<file path="src/rtl/mr_pkg.sv">
package mr_pkg;
  typedef enum logic {WIN_IDLE = 1'b0, WIN_RUN = 1'b1} win_state_e;
endpackage

</file>
<file path="src/rtl/mr_hist_sel.sv">
module mr_hist_sel #(
  parameter int LANES = 4,
  parameter int TAPS  = 3,
  parameter int IDXW  = 3,
  localparam int LW   = $clog2(LANES),
  localparam int NPAT = 1 << TAPS,
  localparam int SBW  = $clog2(2 * LANES)
) (
  input  logic                   clk,
  input  logic                   rst_n,
  input  logic [LANES-1:0]       dec_i,
  input  logic [LW-1:0]          lane_i,
  input  logic [NPAT*IDXW-1:0]   map_i,
  output logic [IDXW-1:0]        sel_o,
  output logic                   bit_o
);
  logic [LANES-1:0]   prev_q, prev_d;
  logic [2*LANES-1:0] stream;
  logic [TAPS-1:0]    pat;

  // previous cycle's decisions form the older half of the serial stream
  always_comb prev_d = dec_i;

  always_ff @(posedge clk or negedge rst_n) begin
    if (!rst_n) prev_q <= '0;
    else        prev_q <= prev_d;
  end

  always_comb begin
    int pos;
    stream = {dec_i, prev_q};
    pat    = '0;
    for (int j = 1; j <= TAPS; j++) begin
      pos = LANES + int'(lane_i) - j;
      pat[TAPS-j] = stream[pos[SBW-1:0]];
    end
  end

  always_comb begin
    sel_o = map_i[int'(pat)*IDXW +: IDXW];
    bit_o = dec_i[lane_i];
  end
endmodule

</file>
<file path="src/rtl/mr_window.sv">
module mr_window #(
  parameter int WIN_W = 12
) (
  input  logic             clk,
  input  logic             rst_n,
  input  logic             start_i,
  input  logic [WIN_W-1:0] len_i,
  output logic             active_o,
  output logic             done_o
);
  import mr_pkg::*;

  win_state_e       state_q, state_d;
  logic [WIN_W-1:0] rem_q, rem_d;
  logic             done_q, done_d;

  always_comb begin
    state_d = state_q;
    rem_d   = rem_q;
    done_d  = 1'b0;
    if (start_i) begin
      state_d = WIN_RUN;
      rem_d   = len_i;
    end else if (state_q == WIN_RUN) begin
      if (rem_q <= WIN_W'(1)) begin
        state_d = WIN_IDLE;
        done_d  = 1'b1;
      end else begin
        rem_d = rem_q - WIN_W'(1);
      end
    end
  end

  always_ff @(posedge clk or negedge rst_n) begin
    if (!rst_n) begin
      state_q <= WIN_IDLE;
      rem_q   <= '0;
      done_q  <= 1'b0;
    end else begin
      state_q <= state_d;
      rem_q   <= rem_d;
      done_q  <= done_d;
    end
  end

  assign active_o = (state_q == WIN_RUN);
  assign done_o   = done_q;
endmodule

</file>
<file path="src/rtl/mr_sat_cnt.sv">
module mr_sat_cnt #(
  parameter int CNT_W = 11
) (
  input  logic             clk,
  input  logic             rst_n,
  input  logic             clr_i,
  input  logic             inc_i,
  output logic [CNT_W-1:0] cnt_o
);
  localparam logic [CNT_W-1:0] TOP = {CNT_W{1'b1}};

  logic [CNT_W-1:0] cnt_q, cnt_d;

  always_comb begin
    cnt_d = cnt_q;
    if (clr_i)                    cnt_d = '0;
    else if (inc_i && cnt_q != TOP) cnt_d = cnt_q + CNT_W'(1);
  end

  always_ff @(posedge clk or negedge rst_n) begin
    if (!rst_n) cnt_q <= '0;
    else        cnt_q <= cnt_d;
  end

  assign cnt_o = cnt_q;
endmodule

</file>
<file path="src/rtl/margin_probe.sv">
module margin_probe #(
  parameter int LANES = 4,
  parameter int TAPS  = 3,
  parameter int COMPS = 6,
  parameter int CNT_W = 11,
  parameter int WIN_W = 12,
  localparam int IDXW = $clog2(COMPS),
  localparam int LW   = $clog2(LANES),
  localparam int NPAT = 1 << TAPS
) (
  input  logic                 clk,
  input  logic                 rst_n,
  input  logic                 start_i,
  input  logic [WIN_W-1:0]     win_len_i,
  input  logic [IDXW-1:0]      tgt_i,
  input  logic [LW-1:0]        lane_i,
  input  logic [NPAT*IDXW-1:0] map_i,
  input  logic [LANES-1:0]     dec_i,
  input  logic                 spare_i,
  output logic [CNT_W-1:0]     err_count_o,
  output logic                 done_o
);
  logic [IDXW-1:0] tgt_q, tgt_d;
  logic [LW-1:0]   lane_q, lane_d;
  logic [IDXW-1:0] sel;
  logic            main_bit;
  logic            win_active;
  logic            pseudo_err;

  always_comb begin
    tgt_d  = start_i ? tgt_i  : tgt_q;
    lane_d = start_i ? lane_i : lane_q;
  end

  always_ff @(posedge clk or negedge rst_n) begin
    if (!rst_n) begin
      tgt_q  <= '0;
      lane_q <= '0;
    end else begin
      tgt_q  <= tgt_d;
      lane_q <= lane_d;
    end
  end

  mr_hist_sel #(.LANES(LANES), .TAPS(TAPS), .IDXW(IDXW)) u_hist (
    .clk(clk), .rst_n(rst_n), .dec_i(dec_i), .lane_i(lane_q),
    .map_i(map_i), .sel_o(sel), .bit_o(main_bit)
  );

  mr_window #(.WIN_W(WIN_W)) u_win (
    .clk(clk), .rst_n(rst_n), .start_i(start_i), .len_i(win_len_i),
    .active_o(win_active), .done_o(done_o)
  );

  // replica differs from main only where the spare stands in for the target
  always_comb pseudo_err = win_active && !start_i && (sel == tgt_q) && (spare_i ^ main_bit);

  mr_sat_cnt #(.CNT_W(CNT_W)) u_cnt (
    .clk(clk), .rst_n(rst_n), .clr_i(start_i), .inc_i(pseudo_err),
    .cnt_o(err_count_o)
  );
endmodule

</file>
<file path="config.mk">
export PLATFORM = sky130hd
export DESIGN_NAME = margin_probe
export DESIGN_NICKNAME = d
export VERILOG_FILES = /design/src/rtl/mr_pkg.sv /design/src/rtl/mr_hist_sel.sv /design/src/rtl/mr_window.sv /design/src/rtl/mr_sat_cnt.sv /design/src/rtl/margin_probe.sv
export SDC_FILE = /design/constraint.sdc
export NUM_CORES = 1
export LEC_CHECK = 0
export BUFFER_PORTS_ARGS = -buffer_cell sky130_fd_sc_hd__buf_2
export CELL_PAD_IN_SITES_DETAIL_PLACEMENT = 1
export CELL_PAD_IN_SITES_GLOBAL_PLACEMENT = 1
export CORE_ASPECT_RATIO = 1.5
export CORE_MARGIN = 2
export CORE_UTILIZATION = 40
export CTS_CLUSTER_DIAMETER = 40
export CTS_CLUSTER_SIZE = 14
export DETAILED_ROUTE_END_ITERATION = 10
export PLACE_DENSITY_LB_ADDON = 0.1
export SYNTH_ARGS = -nofsm -noshare
export SYNTH_HDL_FRONTEND = slang
export SYNTH_HIERARCHICAL = 1
export SYNTH_SLANG_ARGS = --single-unit
</file>
<file path="constraint.sdc">
create_clock -name clk -period 9.41 [get_ports clk]
set_input_delay 2.823 -clock clk [delete_from_list [all_inputs] [get_ports clk]]
set_output_delay 2.823 -clock clk [all_outputs]
set_load 0.02 [all_outputs]
</file>
==> results of run 1 <==
[worst paths after layout]
kind                                        from                         end  slack, ns  depth (start not counted)
max                                     dec_i[1]  u_cnt/cnt_o[5]$_DFFE_PN0P_       3.67                         12
min                         tgt_q[0]$_DFFE_PN0P_        tgt_q[0]$_DFFE_PN0P_       0.51                          1
max reg2reg                lane_q[0]$_DFFE_PN0P_  u_cnt/cnt_o[5]$_DFFE_PN0P_       5.64                         11
min reg2reg                 tgt_q[0]$_DFFE_PN0P_        tgt_q[0]$_DFFE_PN0P_       0.51                          1
max in group asynchronous                  rst_n  u_win/rem_q[3]$_DFFE_PN0P_       6.30                          1
min in group asynchronous                  rst_n       lane_q[1]$_DFFE_PN0P_       2.62                          1
[routing by layer]
layer	up-vias	global-route usage, %	share of wire (%)
met3	8	3.476	4.7
met4	0	6.593	1.8
met1	911	20.46	40
met5	-	0	0
met2	48	32.69	53
li1	900	-	-
[kinds of logic after synthesis]
group                      count (synthesis)  synth area share (%)
AOI/OAI and AO/OA                         46                 15.11
xor gates and xnor gates                  15                 5.645
adders and majority gates                  5                 2.688
buffers and inverters                     21                 4.731
DFF                                       34                 36.56
muxes                                     29                 17.53
and+or+nand+nor                           64                 17.74
[worst reg2reg max path: stages (launching register included)]
cell	delay, ns
dfrtp_1	0.57
mux4_1	0.64
mux2i_2	0.47
mux2_2	0.40
o22ai_1	0.17
xnor2_1	0.15
nand4b_1	0.14
nor3_2	0.29
and4_2	0.33
o31ai_4	0.10
or3_1	0.31
a21oi_1	0.14
[synthesized netlist by cell type, types with 4 or more instances]
cell type,count
a21oi_1,9
o211ai_1,5
nand2_1,18
clkbuf_1,5
mux2i_1,9
mux2_2,8
o21ai_0,10
buf_6,4
xnor2_1,9
xor2_1,6
ha_1,5
nor2_1,10
inv_1,10
dfrtp_1,34
and3_2,4
nor3_1,4
[registers in the layout (all words and copies together), names as in the netlist]
| signal | count |
|---|---|
| u_win/rem_q | 12 |
| u_cnt/cnt_o | 11 |
| u_hist/prev_q | 4 |
| tgt_q | 3 |
| lane_q | 2 |
| u_win/active_o | 1 |
| u_win/done_o | 1 |
[cell type report]
cell class | count | area [um2]
clock buffer | 7 | 86.33
clock inverter | 1 | 5.005
fill | 679 | 2964
inverter | 10 | 37.54
multi-input combinational | 159 | 1366
sequential | 34 | 850.8
tap | 72 | 90.09
timing repair buffer | 60 | 300.3
[per-stage QoR]
step,power [W],cells
floorplan,0.0002565,214
CTS,0.0003985,343
global route,0.0004175,343
global placement,0.0002799,335
finish,0.0003902,343
detailed placement,0.0002828,335
[where the power goes]
group | internal (W) | leakage, nW | switching, W
clock | 0.0000590 | 0.0482 | 0.0000528
sequential | 0.000156 | 0.426 | 0.0000132
combinational | 0.0000550 | 0.769 | 0.0000539
==> out/metrics.yaml, run 1 <==
sta:
  finClkSkew_ns: 0.009900
  fin_crit_sh_pct: 60.98
  tightest_slew_ns: 0.7796
  final.setup.tns_ns: 0
  whs_ns: 0.5106
  rsz0062_at_grt: "no"
  fmaxAchievable_mhz: 174.3
  slew_viol_final: 0
  maxSlewHeadroom_pct: 48.03
  period_needed_ns: 5.738
  hold_viol: 0
  setup_slack_ns: 3.672
  setup-violations-final: 0
clocking:
  cts.sinks: 34
  ctsHtreeMaxLevel: 2
  clkLatencyLatePin_ns: 0.29
  cts_tree: "built"
  cts.hold.buffers_added: 0
  cts-resized-gates: 0
  cts_setup_buffers: 0
  clockBufferDepth: 2
  clkSlewWorstSetupHoldPaths_ns: 0.07
  cts_buffers: 5
  ctsRootBufferMaster: "clkbuf_8"
power_and_ir_drop:
  p_leak_nw: 1.244
  powerDensity_nw_per_um2: 142.6
  ir_worst_vdd_mv: 0.07768
floorplan:
  fp.dieH_um: 97.42
  io_pins: 61
  row_count: 34
  initial_core_util_pct: 40.83
  coreArea_um2: 5700
  die_width_um: 66.28
  dieArea_um2: 6457
yosys:
  syn-mean-instance-area_um2: 10.87
  netlist_instances: 214
  ys_ff_latch: 34
  async_flop_share_pct: 100.0
  synth.distinct_cells: 55
  yosys.area.top_type: "dfrtp_1"
  synth_edf_count: 0
  synth_fp_nets: 268
  synth_top_area_share_pct: 36.56
  syn_area_um2: 2327
  synth.area.top_cells: "dfrtp_1, mux2i_1, mux2_2"
  yosys_warnings: 6
  synth_ff_type: "dfrtp_1"
  synth_seq_area_share_pct: 36.56
placement:
  place.gp.congestion: 0.7730
  port_buffers: 60
  placed_area_um2: 2645
  pre_cts_slack_ns: 3.339
  dp_hpwl_um: 4068
drt:
  num_vias: 1867
  wl_um: 5321
  drt_iter0_drc: 56
  first_pass_iters: 4
  drc_errors: 0
  wire_per_inst_um: 15.51
  vias_per_cell: 5.443
  drtAntennaViolNets: 0
run_status:
  outcome: "finished, final reports clean"
setup_path:
  critPathTopFamily: "multiplexers"
  cp_cell_sequence: "buf_2 -> mux4_1 -> mux2i_2 -> mux2_2 -> o22ai_1 -> xnor2_1 -> nand4b_1 -> nor3_2 -> and4_2 -> o31ai_4 -> or3_1 -> a21oi_1"
  cp.required_ns: 9.62
  worstPathMaxFanout: 11
  slowest_delay_ns: 0.52
  cp.buffers_inverters: 1
  cp_slowest_cell: "mux4_1"
  cp.arrival_ns: 5.95
  startpoint_type: "input port"
  end_kind: "register"
  critPathKind: "in2reg"
global_route:
  grt_pass1_wl_um: 9121
  grt_overflow_total: 0
  grt_pass1_vias: 1995
  antenna_found_initial: 0
  grt_use_total_pct: 18.13
  grt_max_degree: 45
cells_and_area:
  final_common_cell: "buf_2"
  n_antenna_cell: 0
  final_cell_area_um2: 2736
  area_growth_pct: 17.58
  nets: 324
  final_cell_mix: "buf_2, dfrtp_1, nand2_1"
  utilization_pct: 48.00
  drive_above_1_share_pct: 39.11
worst_hold_path:
  min_path_type: "reg2reg"
job:
  cap_violations: 0
Note: power is estimated with default switching activity, not from simulation.
==> run 2, diff against run 1 <==
- clock period: 9.41 -> 5.7 ns (I/O delays scaled with it)
==> out/metrics.yaml, run 2 (synthesized netlist as in run 1, its figures left out) <==
run_status:
  outcome: "finished, final reports clean"
clocking:
  clockBufferDepth: 2
  ctsRootBufferMaster: "clkbuf_8"
  ctsHtreeMaxLevel: 2
  cts_buffers: 5
  cts_setup_buffers: 0
  cts-resized-gates: 0
  clkLatencyLatePin_ns: 0.28
  cts.sinks: 34
  clkSlewWorstSetupHoldPaths_ns: 0.07
  cts_tree: "built"
  cts.hold.buffers_added: 0
placement:
  place.gp.congestion: 0.7730
  dp_hpwl_um: 4130
  placed_area_um2: 2645
  placedCellCount: 335
  port_buffers: 60
cells_and_area:
  nets: 324
  final_common_cell: "buf_2"
  area_growth_pct: 17.58
  final_cell_mix: "buf_2, dfrtp_1, nand2_1"
  final_cell_area_um2: 2736
  drive_above_1_share_pct: 39.11
  largest_reg_flops: 12
  n_antenna_cell: 0
  regMostFlops: "u_win/rem_q"
  post_layout_nonfiller_instances: 343
sta:
  hold_viol: 0
  rsz0062_at_grt: "no"
  final.setup.tns_ns: 0
  finClkSkew_ns: 0.007860
  fin_crit_sh_pct: 80.86
  fmaxAchievable_mhz: 217.0
  period_needed_ns: 4.609
  tightest_slew_ns: 0.7828
  maxSlewHeadroom_pct: 47.82
  setup-violations-final: 0
  whs_ns: 0.5054
  slew_viol_final: 0
setup_path:
  critPathTopFamily: "multiplexers"
  cp_cell_sequence: "buf_2 -> mux4_1 -> mux2i_2 -> mux2_2 -> o22ai_1 -> xnor2_1 -> nand4b_1 -> nor3_2 -> and4_2 -> o31ai_4 -> or3_1 -> a21oi_1"
  regToRegSetupSlack_ns: 1.96
  startpoint_type: "input port"
  cp_slowest_cell: "mux4_1"
  cp.buffers_inverters: 1
  slowest_delay_ns: 0.51
  crit_path_start: "dec_i[1]"
  cp.required_ns: 5.90
  r2r_cells: 11
  end_kind: "register"
  worstPathMaxFanout: 11
  critPathKind: "in2reg"
  r2r_start: "lane_q[0]$_DFFE_PN0P_"
  path_depth: 12
  r2r-end: "u_cnt/cnt_o[5]$_DFFE_PN0P_"
  cp.arrival_ns: 4.81
  endpoint: "u_cnt/cnt_o[5]$_DFFE_PN0P_"
drt:
  vias_per_cell: 5.452
  drc_errors: 0
  drt_iter0_drc: 64
  first_pass_iters: 4
  drtAntennaViolNets: 0
  wl_um: 5443
  num_vias: 1870
  wire_per_inst_um: 15.87
job:
  cap_violations: 0
global_route:
  grt_pass1_wl_um: 9266
  grt_overflow_total: 0
  antenna_found_initial: 0
  grt_use_total_pct: 18.22
  grt_max_degree: 45
  grt_pass1_vias: 1983
power_and_ir_drop:
  p_clk_share_pct: 28.6
  total_power_w: 0.0006445
  p_sw_share_pct: 30.75
  ir_worst_vdd_mv: 0.1451
  p_sw_w: 0.0001982
  share_comb_of_total_power_pct: 28.0
  p_leak_nw: 1.244
  powerDensity_nw_per_um2: 235.5
  p_int_w: 0.0004463
  power_frac_seq_pct: 43.4
floorplan:
  io_pins: 61
  row_count: 34
  coreArea_um2: 5700
  initial_core_util_pct: 40.83
  fp.dieH_um: 97.42
  dieArea_um2: 6457
  die_width_um: 66.28
worst_hold_path:
  min_path_type: "reg2reg"
run 2: cell counts in the layout (fill, tap and decap cells not counted):
Identical to the previous run, type by type.
run 2: metrics by stage:
stage / util, % / setup WS [ns]
2_1_floorplan: - / 1.212
3_3_place_gp: 46.40 / 0.8801
3_5_place_dp: 46.40 / 0.7636
4_1_cts: 48.00 / 1.074
5_1_grt: 48.00 / 0.7511
6_report: 48.00 / 1.091
run 2: power groups by stage:
stage	combinational [W]	sequential [W]	clock, W
after global routing	0.000203	0.000283	0.000203
final	0.000181	0.000280	0.000184
after detailed placement	0.000183	0.000285	0
after floorplan	0.000143	0.000280	0
after global placement	0.000178	0.000284	0
after CTS	0.000184	0.000280	0.000192
run 2: layout make-up:
cell class                      count  area [um2]
Inverter                           10       37.54
Fill cell                         679        2964
Multi-Input combinational cell    159        1366
Clock inverter                      1       5.005
Timing Repair Buffer               60       300.3
Tap cell                           72       90.09
Sequential cell                    34       850.8
Clock buffer                        7       86.33
run 2: worst min-delay path by stage:
stage / end / depth (start not counted) / startpoint
finish: tgt_q[0]$_DFFE_PN0P_ / 1 / tgt_q[0]$_DFFE_PN0P_
global route: tgt_q[0]$_DFFE_PN0P_ / 1 / tgt_q[0]$_DFFE_PN0P_
CTS: tgt_q[0]$_DFFE_PN0P_ / 1 / tgt_q[0]$_DFFE_PN0P_
detailed placement: tgt_q[0]$_DFFE_PN0P_ / 1 / tgt_q[0]$_DFFE_PN0P_
global placement: tgt_q[0]$_DFFE_PN0P_ / 1 / tgt_q[0]$_DFFE_PN0P_
floorplan: tgt_q[0]$_DFFE_PN0P_ / 1 / tgt_q[0]$_DFFE_PN0P_
run 2: layer usage:
layer / track usage, % / vias up / wire length [um]
met4: 5.651 / 0 / 110
met5: 0 / - / 0
met2: 32.38 / 52 / 2840
li1: - / 905 / -
met1: 21.03 / 904 / 2212
met3: 4.171 / 9 / 280
==> run 3, diff against run 2 <==
- ABC_AREA: not set -> 1
- CORE_UTILIZATION: 40 -> 38
- clock period: 5.7 -> 4.6 ns (I/O delays scaled with it)
==> out/metrics.yaml, run 3 <==
yosys:
  netlist_instances: 409
  synth_seq_area_share_pct: 31.04
  synth.distinct_cells: 32
  synth_most_common_cell: "nand2_1"
  yosys_warnings: 6
  ys_ff_latch: 34
  yosys.area.top_type: "dfrtp_1"
  syn-mean-instance-area_um2: 6.703
  synth.area.top_cells: "dfrtp_1, nand2_1, nand3_1"
  synthTopCellsByCount: "nand2_1, inv_1, nand3_1, dfrtp_1, nor2_1"
  synth_edf_count: 0
  synth_fp_nets: 463
  synth_top_area_share_pct: 31.04
  synth_ff_type: "dfrtp_1"
  async_flop_share_pct: 100.0
  syn_area_um2: 2741
worst_hold_path:
  min_path_type: "reg2reg"
setup_path:
  critPathTopFamily: "simple AND/OR/NAND/NOR gates"
  cp.arrival_ns: 3.45
  startpoint_type: "input port"
  slowest_delay_ns: 0.30
  cp_cell_sequence: "buf_2 -> nand2_1 -> nand3_2 -> nand3_4 -> nand2_4 -> nand2_1 -> nand3_1 -> nand2_1 -> nand2_1 -> nand2_1 -> inv_1 -> nand2_4 -> nand2_2 -> nor2_2 -> nand2_1 -> nor2_2 -> nand3_1 -> o21ai_0"
  cp.buffers_inverters: 2
  cp.required_ns: 4.79
  worstPathMaxFanout: 13
  crit_top_cell: "nand2_1"
  cp_slowest_cell: "o21ai_0"
  end_kind: "register"
  critPathKind: "in2reg"
sta:
  rsz0062_at_grt: "no"
  maxSlewHeadroom_pct: 46.34
  setup-violations-final: 0
  final.setup.tns_ns: 0
  finClkSkew_ns: 0.005396
  tightest_slew_ns: 0.8049
  fmaxAchievable_mhz: 307.1
  hold_viol: 0
  period_needed_ns: 3.257
  fin_crit_sh_pct: 70.80
  slew_viol_final: 0
  setup_slack_ns: 1.343
cells_and_area:
  final_common_cell: "nand2_1"
  largest_reg_flops: 12
  regMostFlops: "u_win/rem_q"
  area_growth_pct: 14.15
  nets: 520
  final_cell_mix: "nand2_1, buf_2, inv_1"
  n_fill_cell: 940
  drive_above_1_share_pct: 24.25
  utilization_pct: 45.06
  post_layout_nonfiller_instances: 544
  n_antenna_cell: 0
placement:
  pre_cts_slack_ns: 1.098
  placedCellCount: 537
  port_buffers: 60
  dp_hpwl_um: 5502
  place.gp.congestion: 0.8284
clocking:
  cts.sinks: 34
  cts_tree: "built"
  clkLatencyLatePin_ns: 0.29
  cts-resized-gates: 0
  cts_buffers: 5
  ctsRootBufferMaster: "clkbuf_8"
  clkSlewWorstSetupHoldPaths_ns: 0.07
  cts.hold.buffers_added: 0
  cts_setup_buffers: 0
  clockBufferDepth: 2
  ctsHtreeMaxLevel: 2
global_route:
  antenna_found_initial: 0
  grt_pass1_wl_um: 12250
  grt_use_total_pct: 19.22
  grt_pass1_vias: 2785
  grt_overflow_total: 0
  grt_max_degree: 35
drt:
  vias_per_cell: 4.998
  num_vias: 2719
  wl_um: 7015
  first_pass_iters: 4
  drt_iter0_drc: 31
  drc_errors: 0
  wire_per_inst_um: 12.90
  drtAntennaViolNets: 0
floorplan:
  io_pins: 61
  dieArea_um2: 7924
  coreArea_um2: 6944
  fp.dieH_um: 108.0
  initial_core_util_pct: 39.48
  die_width_um: 73.35
  row_count: 37
power_and_ir_drop:
  total_power_w: 0.0008238
  p_leak_nw: 1.693
  ir_worst_vdd_mv: 0.1916
  powerDensity_nw_per_um2: 263.3
job:
  cap_violations: 0
run_status:
  outcome: "finished, final reports clean"
run 3: cell type report:
| type | count | area, um2 | area share (%) |
|---|---|---|---|
| flip-flops and latches | 34 | 850.8 | 27.19 |
| clock inverters | 2 | 10.01 | 0.3199 |
| multi-input cells | 310 | 1585 | 50.66 |
| clock buffers | 5 | 68.82 | 2.199 |
| inverters | 55 | 216.5 | 6.917 |
| repair buffers | 60 | 300.3 | 9.596 |
| well taps | 78 | 97.59 | 3.119 |
run 3: per-layer routing:
metal  GRT usage [%]  up-vias  wire (um)
li1                -     1384          -
met1           20.87     1274       2926
met2           36.74       49       3729
met3           3.169       12        242
met4           6.104        0        116
met5               0        -          0
run 3: tightest hold or removal path: stages, from the launching register on:
cell	delay [ns]
dfrtp_1	0.39
nand2_1	0.07
nand2_1	0.05
run 3: per-stage QoR:
step	instance area, um2	hold slack, ns
after CTS	3129	0.5350
after detailed placement	3050	0.5164
after floorplan	2741	0.4634
after global routing	3129	0.5756
final	3129	0.5351
after global placement	3050	0.5101
run 3: cell families (layout without fill, tap and decap cells):
family	after synthesis	in the layout	synth area share [%]
buf+inv	65	122	11.14
compound gates	33	33	7.029
simple gates	268	268	47.24
xor+xnor	4	4	1.278
fa+ha+maj	5	5	2.282
flops	34	34	31.04
run 3: path summary, 6_finish.rpt:
kind,start,end,slack (ns),cells past startpoint
setup / recovery,dec_i[2],u_cnt/cnt_o[4]$_DFFE_PN0P_,1.34,18
hold / removal,u_win/rem_q[10]$_DFFE_PN0P_,u_win/rem_q[10]$_DFFE_PN0P_,0.54,2
setup reg to reg,lane_q[0]$_DFFE_PN0P_,u_cnt/cnt_o[4]$_DFFE_PN0P_,1.36,19
hold reg to reg,u_win/rem_q[10]$_DFFE_PN0P_,u_win/rem_q[10]$_DFFE_PN0P_,0.54,2
max in group asynchronous,rst_n,tgt_q[1]$_DFFE_PN0P_,2.92,1
min in group asynchronous,rst_n,u_cnt/cnt_o[5]$_DFFE_PN0P_,1.17,1
run 3: power breakdown:
part | total (W) | switching [W] | internal, W
registers | 0.000343 | 0.0000237 | 0.000319
logic | 0.000267 | 0.000169 | 0.0000978
clock network | 0.000214 | 0.000112 | 0.000102
